--- src/rtl/aluflag_pkg.sv ---
// Shared opcode encoding and flag bit positions for the flag generator.
package aluflag_pkg;
    localparam int FLAG_N = 6;
    localparam int FB_CF  = 0;
    localparam int FB_PF  = 1;
    localparam int FB_AF  = 2;
    localparam int FB_ZF  = 3;
    localparam int FB_SF  = 4;
    localparam int FB_OF  = 5;

    typedef enum logic [2:0] {
        OPC_ADD = 3'd0,
        OPC_SUB = 3'd1,
        OPC_AND = 3'd2,
        OPC_OR  = 3'd3,
        OPC_XOR = 3'd4
    } opc_e;
endpackage

--- src/rtl/aluflag_core.sv ---
// Datapath: one adder serves add and subtract (subtract inverts b and the
// carry-in); logic ops bypass it. Emits raw carry, half-carry and overflow,
// already gated to zero for non-arithmetic opcodes.
// Assumes DATA_W >= 8.
module aluflag_core
    import aluflag_pkg::*;
#(
    parameter int DATA_W = 32
) (
    input  logic [2:0]        op_code,
    input  logic [DATA_W-1:0] opnd_a,
    input  logic [DATA_W-1:0] opnd_b,
    input  logic              carry_in,
    output logic [DATA_W-1:0] res,
    output logic              cy,
    output logic              half_cy,
    output logic              ovf
);
    localparam int NIB = 4;
    localparam int MSB = DATA_W - 1;

    logic              is_sub;
    logic              is_arith;
    logic [DATA_W-1:0] b_eff;
    logic              c_eff;
    logic [DATA_W:0]   sum;
    logic [NIB:0]      nib_sum;

    // Operand conditioning for the shared adder.
    always_comb begin
        is_sub   = (op_code == OPC_SUB);
        is_arith = (op_code == OPC_ADD) || is_sub;
        b_eff    = is_sub ? ~opnd_b : opnd_b;
        c_eff    = is_sub ? ~carry_in : carry_in;
    end

    // Full-width and low-nibble sums.
    always_comb begin
        sum     = {1'b0, opnd_a} + {1'b0, b_eff} + {{DATA_W{1'b0}}, c_eff};
        nib_sum = {1'b0, opnd_a[NIB-1:0]} + {1'b0, b_eff[NIB-1:0]}
                + {{NIB{1'b0}}, c_eff};
    end

    // Result select and arithmetic flag derivation.
    always_comb begin
        case (op_code)
            OPC_ADD, OPC_SUB: res = sum[DATA_W-1:0];
            OPC_AND:          res = opnd_a & opnd_b;
            OPC_OR:           res = opnd_a | opnd_b;
            OPC_XOR:          res = opnd_a ^ opnd_b;
            default:          res = '0;
        endcase
        cy      = is_arith & (sum[DATA_W] ^ is_sub);
        half_cy = is_arith & (nib_sum[NIB] ^ is_sub);
        ovf     = is_arith & (opnd_a[MSB] == b_eff[MSB])
                           & (sum[MSB] != opnd_a[MSB]);
    end
endmodule

--- src/rtl/aluflag_eval.sv ---
// Packs the six flags from the result word and the datapath's raw flags.
// Parity covers only the low PAR_W result bits.
module aluflag_eval
    import aluflag_pkg::*;
#(
    parameter int DATA_W = 32,
    parameter int PAR_W  = 8
) (
    input  logic [DATA_W-1:0] res,
    input  logic              cy,
    input  logic              half_cy,
    input  logic              ovf,
    output logic [FLAG_N-1:0] flags
);
    // Assemble the flag vector in its fixed bit order.
    always_comb begin
        flags         = '0;
        flags[FB_CF]  = cy;
        flags[FB_PF]  = ~(^res[PAR_W-1:0]);
        flags[FB_AF]  = half_cy;
        flags[FB_ZF]  = (res == '0);
        flags[FB_SF]  = res[DATA_W-1];
        flags[FB_OF]  = ovf;
    end
endmodule

--- src/rtl/aluflag_freg.sv ---
// Flag register: optional load of the computed flags, then per-bit
// force-to-one / force-to-zero masks applied on top (set beats clear).
module aluflag_freg
    import aluflag_pkg::*;
(
    input  logic              clk,
    input  logic              rst_n,
    input  logic              upd_en,
    input  logic [FLAG_N-1:0] alu_flags,
    input  logic [FLAG_N-1:0] set_mask,
    input  logic [FLAG_N-1:0] clr_mask,
    output logic [FLAG_N-1:0] q
);
    logic [FLAG_N-1:0] base;

    // Choose between update and hold before masks.
    always_comb base = upd_en ? alu_flags : q;

    // Register with synchronous active-low reset.
    always_ff @(posedge clk) begin
        if (!rst_n) q <= '0;
        else        q <= (base & ~clr_mask) | set_mask;
    end

    // forced-one bits land as ones
    p_set_forces_r10: assert property (@(posedge clk) disable iff (!rst_n)
        1'b1 |=> ((q & $past(set_mask)) == $past(set_mask)));
    // clear-only bits land as zeros
    p_clr_forces_r10: assert property (@(posedge clk) disable iff (!rst_n)
        1'b1 |=> ((q & $past(clr_mask) & ~$past(set_mask)) == '0));
    // unmasked update loads the flags
    p_load_r9: assert property (@(posedge clk) disable iff (!rst_n)
        (upd_en && set_mask == '0 && clr_mask == '0) |=> (q == $past(alu_flags)));
    // no writer means hold
    p_hold_r9: assert property (@(posedge clk) disable iff (!rst_n)
        (!upd_en && set_mask == '0 && clr_mask == '0) |=> $stable(q));
endmodule

--- src/rtl/aluflag_unit.sv ---
// Top: datapath, flag packing and the flag register. Assumes DATA_W >= 8.
module aluflag_unit
    import aluflag_pkg::*;
#(
    parameter int DATA_W = 32
) (
    input  logic              clk,
    input  logic              rst_n,
    input  logic [2:0]        op_code,
    input  logic [DATA_W-1:0] opnd_a,
    input  logic [DATA_W-1:0] opnd_b,
    input  logic              carry_in,
    input  logic              upd_en,
    input  logic [5:0]        set_mask,
    input  logic [5:0]        clr_mask,
    output logic [DATA_W-1:0] result,
    output logic [5:0]        flags_now,
    output logic [5:0]        flags_q
);
    logic cy_w;
    logic hc_w;
    logic ov_w;

    aluflag_core #(.DATA_W(DATA_W)) u_core (
        .op_code  (op_code),
        .opnd_a   (opnd_a),
        .opnd_b   (opnd_b),
        .carry_in (carry_in),
        .res      (result),
        .cy       (cy_w),
        .half_cy  (hc_w),
        .ovf      (ov_w)
    );

    aluflag_eval #(.DATA_W(DATA_W), .PAR_W(8)) u_eval (
        .res     (result),
        .cy      (cy_w),
        .half_cy (hc_w),
        .ovf     (ov_w),
        .flags   (flags_now)
    );

    aluflag_freg u_freg (
        .clk       (clk),
        .rst_n     (rst_n),
        .upd_en    (upd_en),
        .alu_flags (flags_now),
        .set_mask  (set_mask),
        .clr_mask  (clr_mask),
        .q         (flags_q)
    );

    // non-arithmetic opcodes raise no carry, half-carry or overflow
    p_logic_quiet_r3: assert property (@(posedge clk) disable iff (!rst_n)
        (op_code > 3'd1) |->
        (!flags_now[FB_CF] && !flags_now[FB_AF] && !flags_now[FB_OF]));
    // a zero result is never negative
    p_zero_not_neg_r5: assert property (@(posedge clk) disable iff (!rst_n)
        flags_now[FB_ZF] |-> !flags_now[FB_SF]);
    // add overflow needs equal operand signs
    p_add_ovf_r4: assert property (@(posedge clk) disable iff (!rst_n)
        (op_code == 3'd0 && flags_now[FB_OF]) |->
        (opnd_a[DATA_W-1] == opnd_b[DATA_W-1]));
    // subtract overflow needs differing operand signs
    p_sub_ovf_r4: assert property (@(posedge clk) disable iff (!rst_n)
        (op_code == 3'd1 && flags_now[FB_OF]) |->
        (opnd_a[DATA_W-1] != opnd_b[DATA_W-1]));
endmodule

--- config.mk ---
export PLATFORM = sky130hd
export DESIGN_NAME = aluflag_unit
export DESIGN_NICKNAME = d
export VERILOG_FILES = /design/src/rtl/aluflag_pkg.sv /design/src/rtl/aluflag_core.sv /design/src/rtl/aluflag_eval.sv /design/src/rtl/aluflag_freg.sv /design/src/rtl/aluflag_unit.sv
export SDC_FILE = /design/constraint.sdc
export NUM_CORES = 1
export LEC_CHECK = 0
export BUFFER_PORTS_ARGS = -buffer_cell sky130_fd_sc_hd__buf_2
export CAP_MARGIN = 20
export CORE_ASPECT_RATIO = 0.7
export CORE_MARGIN = 5
export CORE_UTILIZATION = 48
export DETAILED_ROUTE_END_ITERATION = 16
export HOLD_SLACK_MARGIN = 0.08
export PLACE_DENSITY = 0.74
export RECOVER_POWER = 25
export SLEW_MARGIN = 25
export SYNTH_ARGS = -nofsm -noshare
export SYNTH_HDL_FRONTEND = slang
export SYNTH_HIERARCHICAL = 1
export SYNTH_SLANG_ARGS = --single-unit
--- constraint.sdc ---
create_clock -name clk -period 8.2 [get_ports clk]
set_input_delay 1.64 -clock clk [delete_from_list [all_inputs] [get_ports clk]]
set_output_delay 1.64 -clock clk [all_outputs]
set_load 0.02 [all_outputs]
# --- Word level (Yosys, flattened, before mapping) ---
# Index checks and enable logic that the tools add are counted.
word_totals:
  reg_bits: 6
  latch_bits: 0
  ram_bits: 0
  rom_bits: 0
  in_bits: 83
  output_inout_bits: 44
  elab_cells: 35
  n_memories: 0
classes:
  n_addsub: 4
  mul: 0
  div_mod_pow: 0
  magnitude_cmp: 0
  eq_ne: 6
  shift: 0
  muxes: 4
  bitwise: 15
  reduce_logical: 5
ops:
  columns: ["operator", "count"]
  rows:
  - ["one-hot mux 32 bit (4 select lines)", 1]
  - ["adder 32 x 32 -> 33 bit", 1]
  - ["adder 33 x 1 -> 33 bit", 1]
  - ["AND 32 bit", 1]
  - ["logical NOT 32 bit", 1]
  - ["two-way mux 32 bit", 1]
  - ["inverter 32 bit", 1]
  - ["OR 32 bit", 1]
  - ["XOR 32 bit", 1]
  - ["XOR reduction 8 bit", 1]
  - ["AND 6 bit", 1]
  - ["equality test 3 x 2 -> 1 bit (second input constant)", 2]
  - ["two-way mux 6 bit", 1]
  - ["inverter 6 bit", 1]
  - ["OR 6 bit", 1]
  - ["adder 4 x 4 -> 5 bit", 1]
  - ["adder 5 x 1 -> 5 bit", 1]
  - ["AND 1 bit", 4]
  - ["equality test 3 x 1 -> 1 bit (second input constant)", 1]
  - ["equality test 3 bit (second input constant)", 1]
  - ["logical NOT 3 bit", 1]
  - ["inverter 1 bit", 2]
  - ["OR reduction 2 bit", 1]
  - ["XOR 1 bit", 2]
  - ["other kinds (4)", 4]

# --- Depth between registers and ports, before layout ---
depth:
  ltp_word: 10
  ltp_mapped: 21
  depth_no_buf: 18

# --- By module ---
# The synthesis kept the hierarchy.
by_module_without_submodules:
  columns: ["module", "instances", "cells_per_inst", "area_per_inst_um2", "seq_area_each_um2"]
  rows:
  - ["aluflag_core", 1, 524, 3891.2, 0.0]
  - ["aluflag_freg", 1, 32, 289.0, 120.1]
  - ["aluflag_eval", 1, 30, 203.9, 0.0]

# --- Worst setup path after synthesis ---
# No wires, ideal clock.
synth_path:
  kind: "input to output"
  startpoint: "in op_code[1]"
  endpoint: "out flags_now[3]"
  arrival_time_ps: 5911
  t_required_ps: 6560
  path_slack_ps: 649
  cell_stages: 19
  n_path_buf: 3
  cell_sequence: "clkbuf_1 > nor2_1 > and2_1 > clkbuf_1 > buf_2 > xnor2_1 > fa_1 > fa_1 > a21oi_1 > o211a_1 > a2bb2oi_2 > o311ai_4 > a211oi_2 > xnor2_1 > nand2_1 > o221ai_1 > nor4_1 > nand3_1 > nor3_1"
synth_via:
  elab_chain_len: 6
  word_cells_on_any_way: 12
  classes_between: "2 x add/sub; 4 x eq/ne; 3 x mux; 3 x reduce/logical"
synth_rtl:
  columns: ["element", "line", "source"]
  rows:
  - ["from (decl)", "aluflag_unit.sv:9", "input logic [2:0] op_code,"]
  - ["equality test 3 x 1 -> 1 bit", "aluflag_core.sv:31, aluflag_core.sv:46", null]
  - ["two-way mux 32 bit", "aluflag_core.sv:33", "b_eff = is_sub ? ~opnd_b : opnd_b;"]
  - ["adder 32 x 32 -> 33 bit", "aluflag_core.sv:39", "sum = {1'b0, opnd_a} + {1'b0, b_eff} + {{DATA_W{1'b0}}, c_eff};"]
  - ["adder 33 x 1 -> 33 bit", "aluflag_core.sv:39", null]
  - ["one-hot mux 32 bit (4 select lines) *", "aluflag_core.sv:46", "case (op_code)"]
  - ["net result[26]", "aluflag_unit.sv:16", "output logic [DATA_W-1:0] result,"]
  - ["logical NOT 32 bit *", "aluflag_eval.sv:21", "flags[FB_ZF] = (res == '0);"]
  - ["to (decl)", "aluflag_unit.sv:17", "output logic [5:0] flags_now,"]
# The timed path passes the listed nets; every way through them passes the cells marked *.

# --- Final worst setup path ---
layout_path:
  startpoint: "in op_code[1]"
  endpoint: "out flags_now[3]"
layout_via:
  elab_chain_len: 6
  word_cells_on_any_way: 12
  classes_between: "2 x add/sub; 4 x eq/ne; 3 x mux; 3 x reduce/logical"
layout_rtl:
  columns: ["element", "line"]
  rows:
  - ["equality test 3 x 1 -> 1 bit", "aluflag_core.sv:31, aluflag_core.sv:46"]
  - ["two-way mux 32 bit", "aluflag_core.sv:33"]
  - ["adder 32 x 32 -> 33 bit", "aluflag_core.sv:39"]
  - ["adder 33 x 1 -> 33 bit", "aluflag_core.sv:39"]
  - ["one-hot mux 32 bit (4 select lines) *", "aluflag_core.sv:46"]
  - ["logical NOT 32 bit *", "aluflag_eval.sv:21"]
# Mark *: on every way between the ends. The rest lies on a longest branch, timed or not.

==> flow_summary.toml <==
[status]
outcome = "finished, final reports clean"

[routing]
drtPass1Iterations = 5
vias_per_cell = 5.70
route.vias.total = 4612
drt_iter0_markers = 295
drc = 0
ant_nets = 0
drt-total-wl_mm = 13.5
wire_per_inst_um = 16.7

[die]
fp-row-count = 29
num_io_pins = 127
die_h_um = 90.0
initial_utilization_pct = 48.7
core-area_um2 = 9000
dieWidth_um = 124
dieArea_um2 = 11200

[placement]
place.gp.congestion = 0.906
io_buffers = 126
hpwl_mm = 11.0

[power]
p_leak_uw = 0.00262
power.total_uw = 579
irDropWorstVdd_v = 0.0000840
power_density_nw_per_um2 = 113

[layout]
drive_above_1_share_pct = 21.9
largest_register_ffs = 6
top_regs = "u_freg/q x6"
top_register = "u_freg/q"
fin_nets = 872
num_antenna_cells = 0
area_delta_synth_final_pct = 16.8
fillers = 867

[global_routing]
grt_pass1_vias = 4616
grt_util_met1_pct = 30.8
grt_pass1_wl_mm = 22.4
top_usage_layer = "met2"
antenna_found_initial = 0
grtUsageMet2_pct = 40.9
grt_max_degree = 40
grtUsageMet3_pct = 2.96
track_usage_pct = 23.1
grt-ovfl-total = 0

[logic_synthesis]
yosysWarnings = 6
synth_area_um2 = 4380
synthCells = 586
yosys_most_used_dff = "dfxtp_1"
synth.distinct_cells = 62
async_flop_share_pct = 0
synthTopCellsByArea = "ha_1 (29%), xnor2_1 (11%), inv_1 (6.8%)"
synth_edf_count = 0
syn_nets = 771
seq_area_frac_synth_pct = 2.74
synth_top_area_share_pct = 28.5
synth_commonest_cells = "ha_1 (100), inv_1 (79), xnor2_1 (54)"
post-synth-top-count-cell = "ha_1"
yosys.area.top_type = "ha_1"
ys_ff_latch = 6
synth.avg_cell_area_um2 = 7.48

[min_path]
hold_depth = 2
worst_hold_path_type = "reg -> reg"
holdPathEnd = "u_freg/q[5]$_SDFF_PN0_"
hold_start = "u_freg/q[5]$_SDFF_PN0_"

[clock_network]
cts.sinks = 6
cts_root_buf = "clkbuf_16"
hold_buffers = 0
cts_tree = "done"
post_cts_resized = 0
clkTransAtPathRegs_ps = 30
cts.path.max_buffers = 2
htreeDepth = 1
clock_latency_ps = 230
postCtsSetupRepairBufs = 0
cts_buffers = 3

[timing]
rsz0062_at_grt = "false"
fin_tns_setup_ps = 0
maxSlewViolCount = 0
hold_violations = 0
slew-limit-headroom_pct = 55.6
tightest_slew_ps = 649
worst_clock_skew_ps = 0
fmax_mhz = 130
fin_crit_sh_pct = 93.8
fin_crit_ps = 7700
setup_viol = 0

[setup_path]
end_kind = "output port"
rr_startpoint = "u_freg/q[0]$_SDFF_PN0_"
path_class = "in -> out"
r2r-end = "u_freg/q[0]$_SDFF_PN0_"
r2r_slack_ps = 7510
rr_worst_depth = 2
arrival_ps = 6060
cp.required_ps = 6560
crit_fanout = 19
startpoint_type = "input port"

[run]
cap_viol_max_count = 0
==> worst max path at each step <==
stage | end | slack (ps) | startpoint
2_1_floorplan | flags_now[3] | 650 | op_code[1]
3_3_place_gp | flags_now[3] | 690 | op_code[1]
3_5_place_dp | flags_now[3] | 570 | op_code[1]
4_1_cts | flags_now[3] | 560 | op_code[1]
5_1_grt | flags_now[3] | 170 | op_code[1]
6_report | flags_now[3] | 500 | op_code[1]
==> cell families after synthesis <==
logic type | synth area share [%]
multiplexers | 2.08
adder cells (fa/ha/maj) | 29.5
buffers and inverters | 10.5
AND/OR/NAND/NOR | 12.9
flip-flops | 2.74
AO/OA/AOI/OAI | 28.9
XOR/XNOR | 13.4
==> metal layers <==
metal	routed length, um	part of all wire, %	vias up
li1	-	-	2267
met2	6260	46	160
met1	6170	46	2169
met3	881	6.5	16
met5	0	0	-
met4	163	1.2	0
==> power breakdown <==
group | internal (uW) | switching, uW
Clock | 62.6 | 16.8
Combinational | 185 | 281
Sequential | 32.3 | 1.43
Total | 280 | 299
==> layout by cell type, fill, tap and decap left out, drive strengths merged, types with 13 or more instances in the layout <==
| cell | synthesis | final |
|---|---|---|
| nor2 | 17 | 17 |
| xnor2 | 54 | 54 |
| o21ai | 27 | 27 |
| a21oi | 38 | 38 |
| inv | 79 | 79 |
| buf | 14 | 124 |
| xor2 | 13 | 13 |
| ha | 100 | 100 |
| o221ai | 21 | 21 |
| a22oi | 29 | 29 |
| nand2 | 51 | 51 |
==> metrics by stage <==
step                      instance area, um^2  worst slack (ps)  instances  util, %  hold WS [ps]
after CTS                                5130               564        809     57.0           554
final                                    5120               505        809     56.9           551
after global placement                   5060               685        806     56.2           516
after global routing                     5120               166        809     56.9           591
after detailed placement                 5060               574        806     56.2           533
after floorplan                          4380               649        586        -           608
==> worst max-delay path: stages <==
cell,delay (ps)
buf_2,160
nor2_1,140
and2_2,470
buf_4,430
xnor2_1,170
ha_1,310
a21oi_1,200
o21ai_0,170
a2111oi_0,440
a21boi_2,300
o41ai_4,130
a31oi_2,250
xor2_1,170
o21ai_0,170
nor4_1,320
nand3_1,130
nor3_1,220
buf_2,220
==> cell type report <==
| type | count | area, um^2 | share of cell area [%] |
|---|---|---|---|
| multi-input cells | 465 | 3810 | 74.4 |
| repair buffers | 132 | 666 | 13.0 |
| inverters | 79 | 297 | 5.79 |
| well taps | 124 | 155 | 3.03 |
| flip-flops and latches | 6 | 120 | 2.35 |
| clock buffers | 3 | 75.1 | 1.47 |
(Power assumes the default switching activity.)
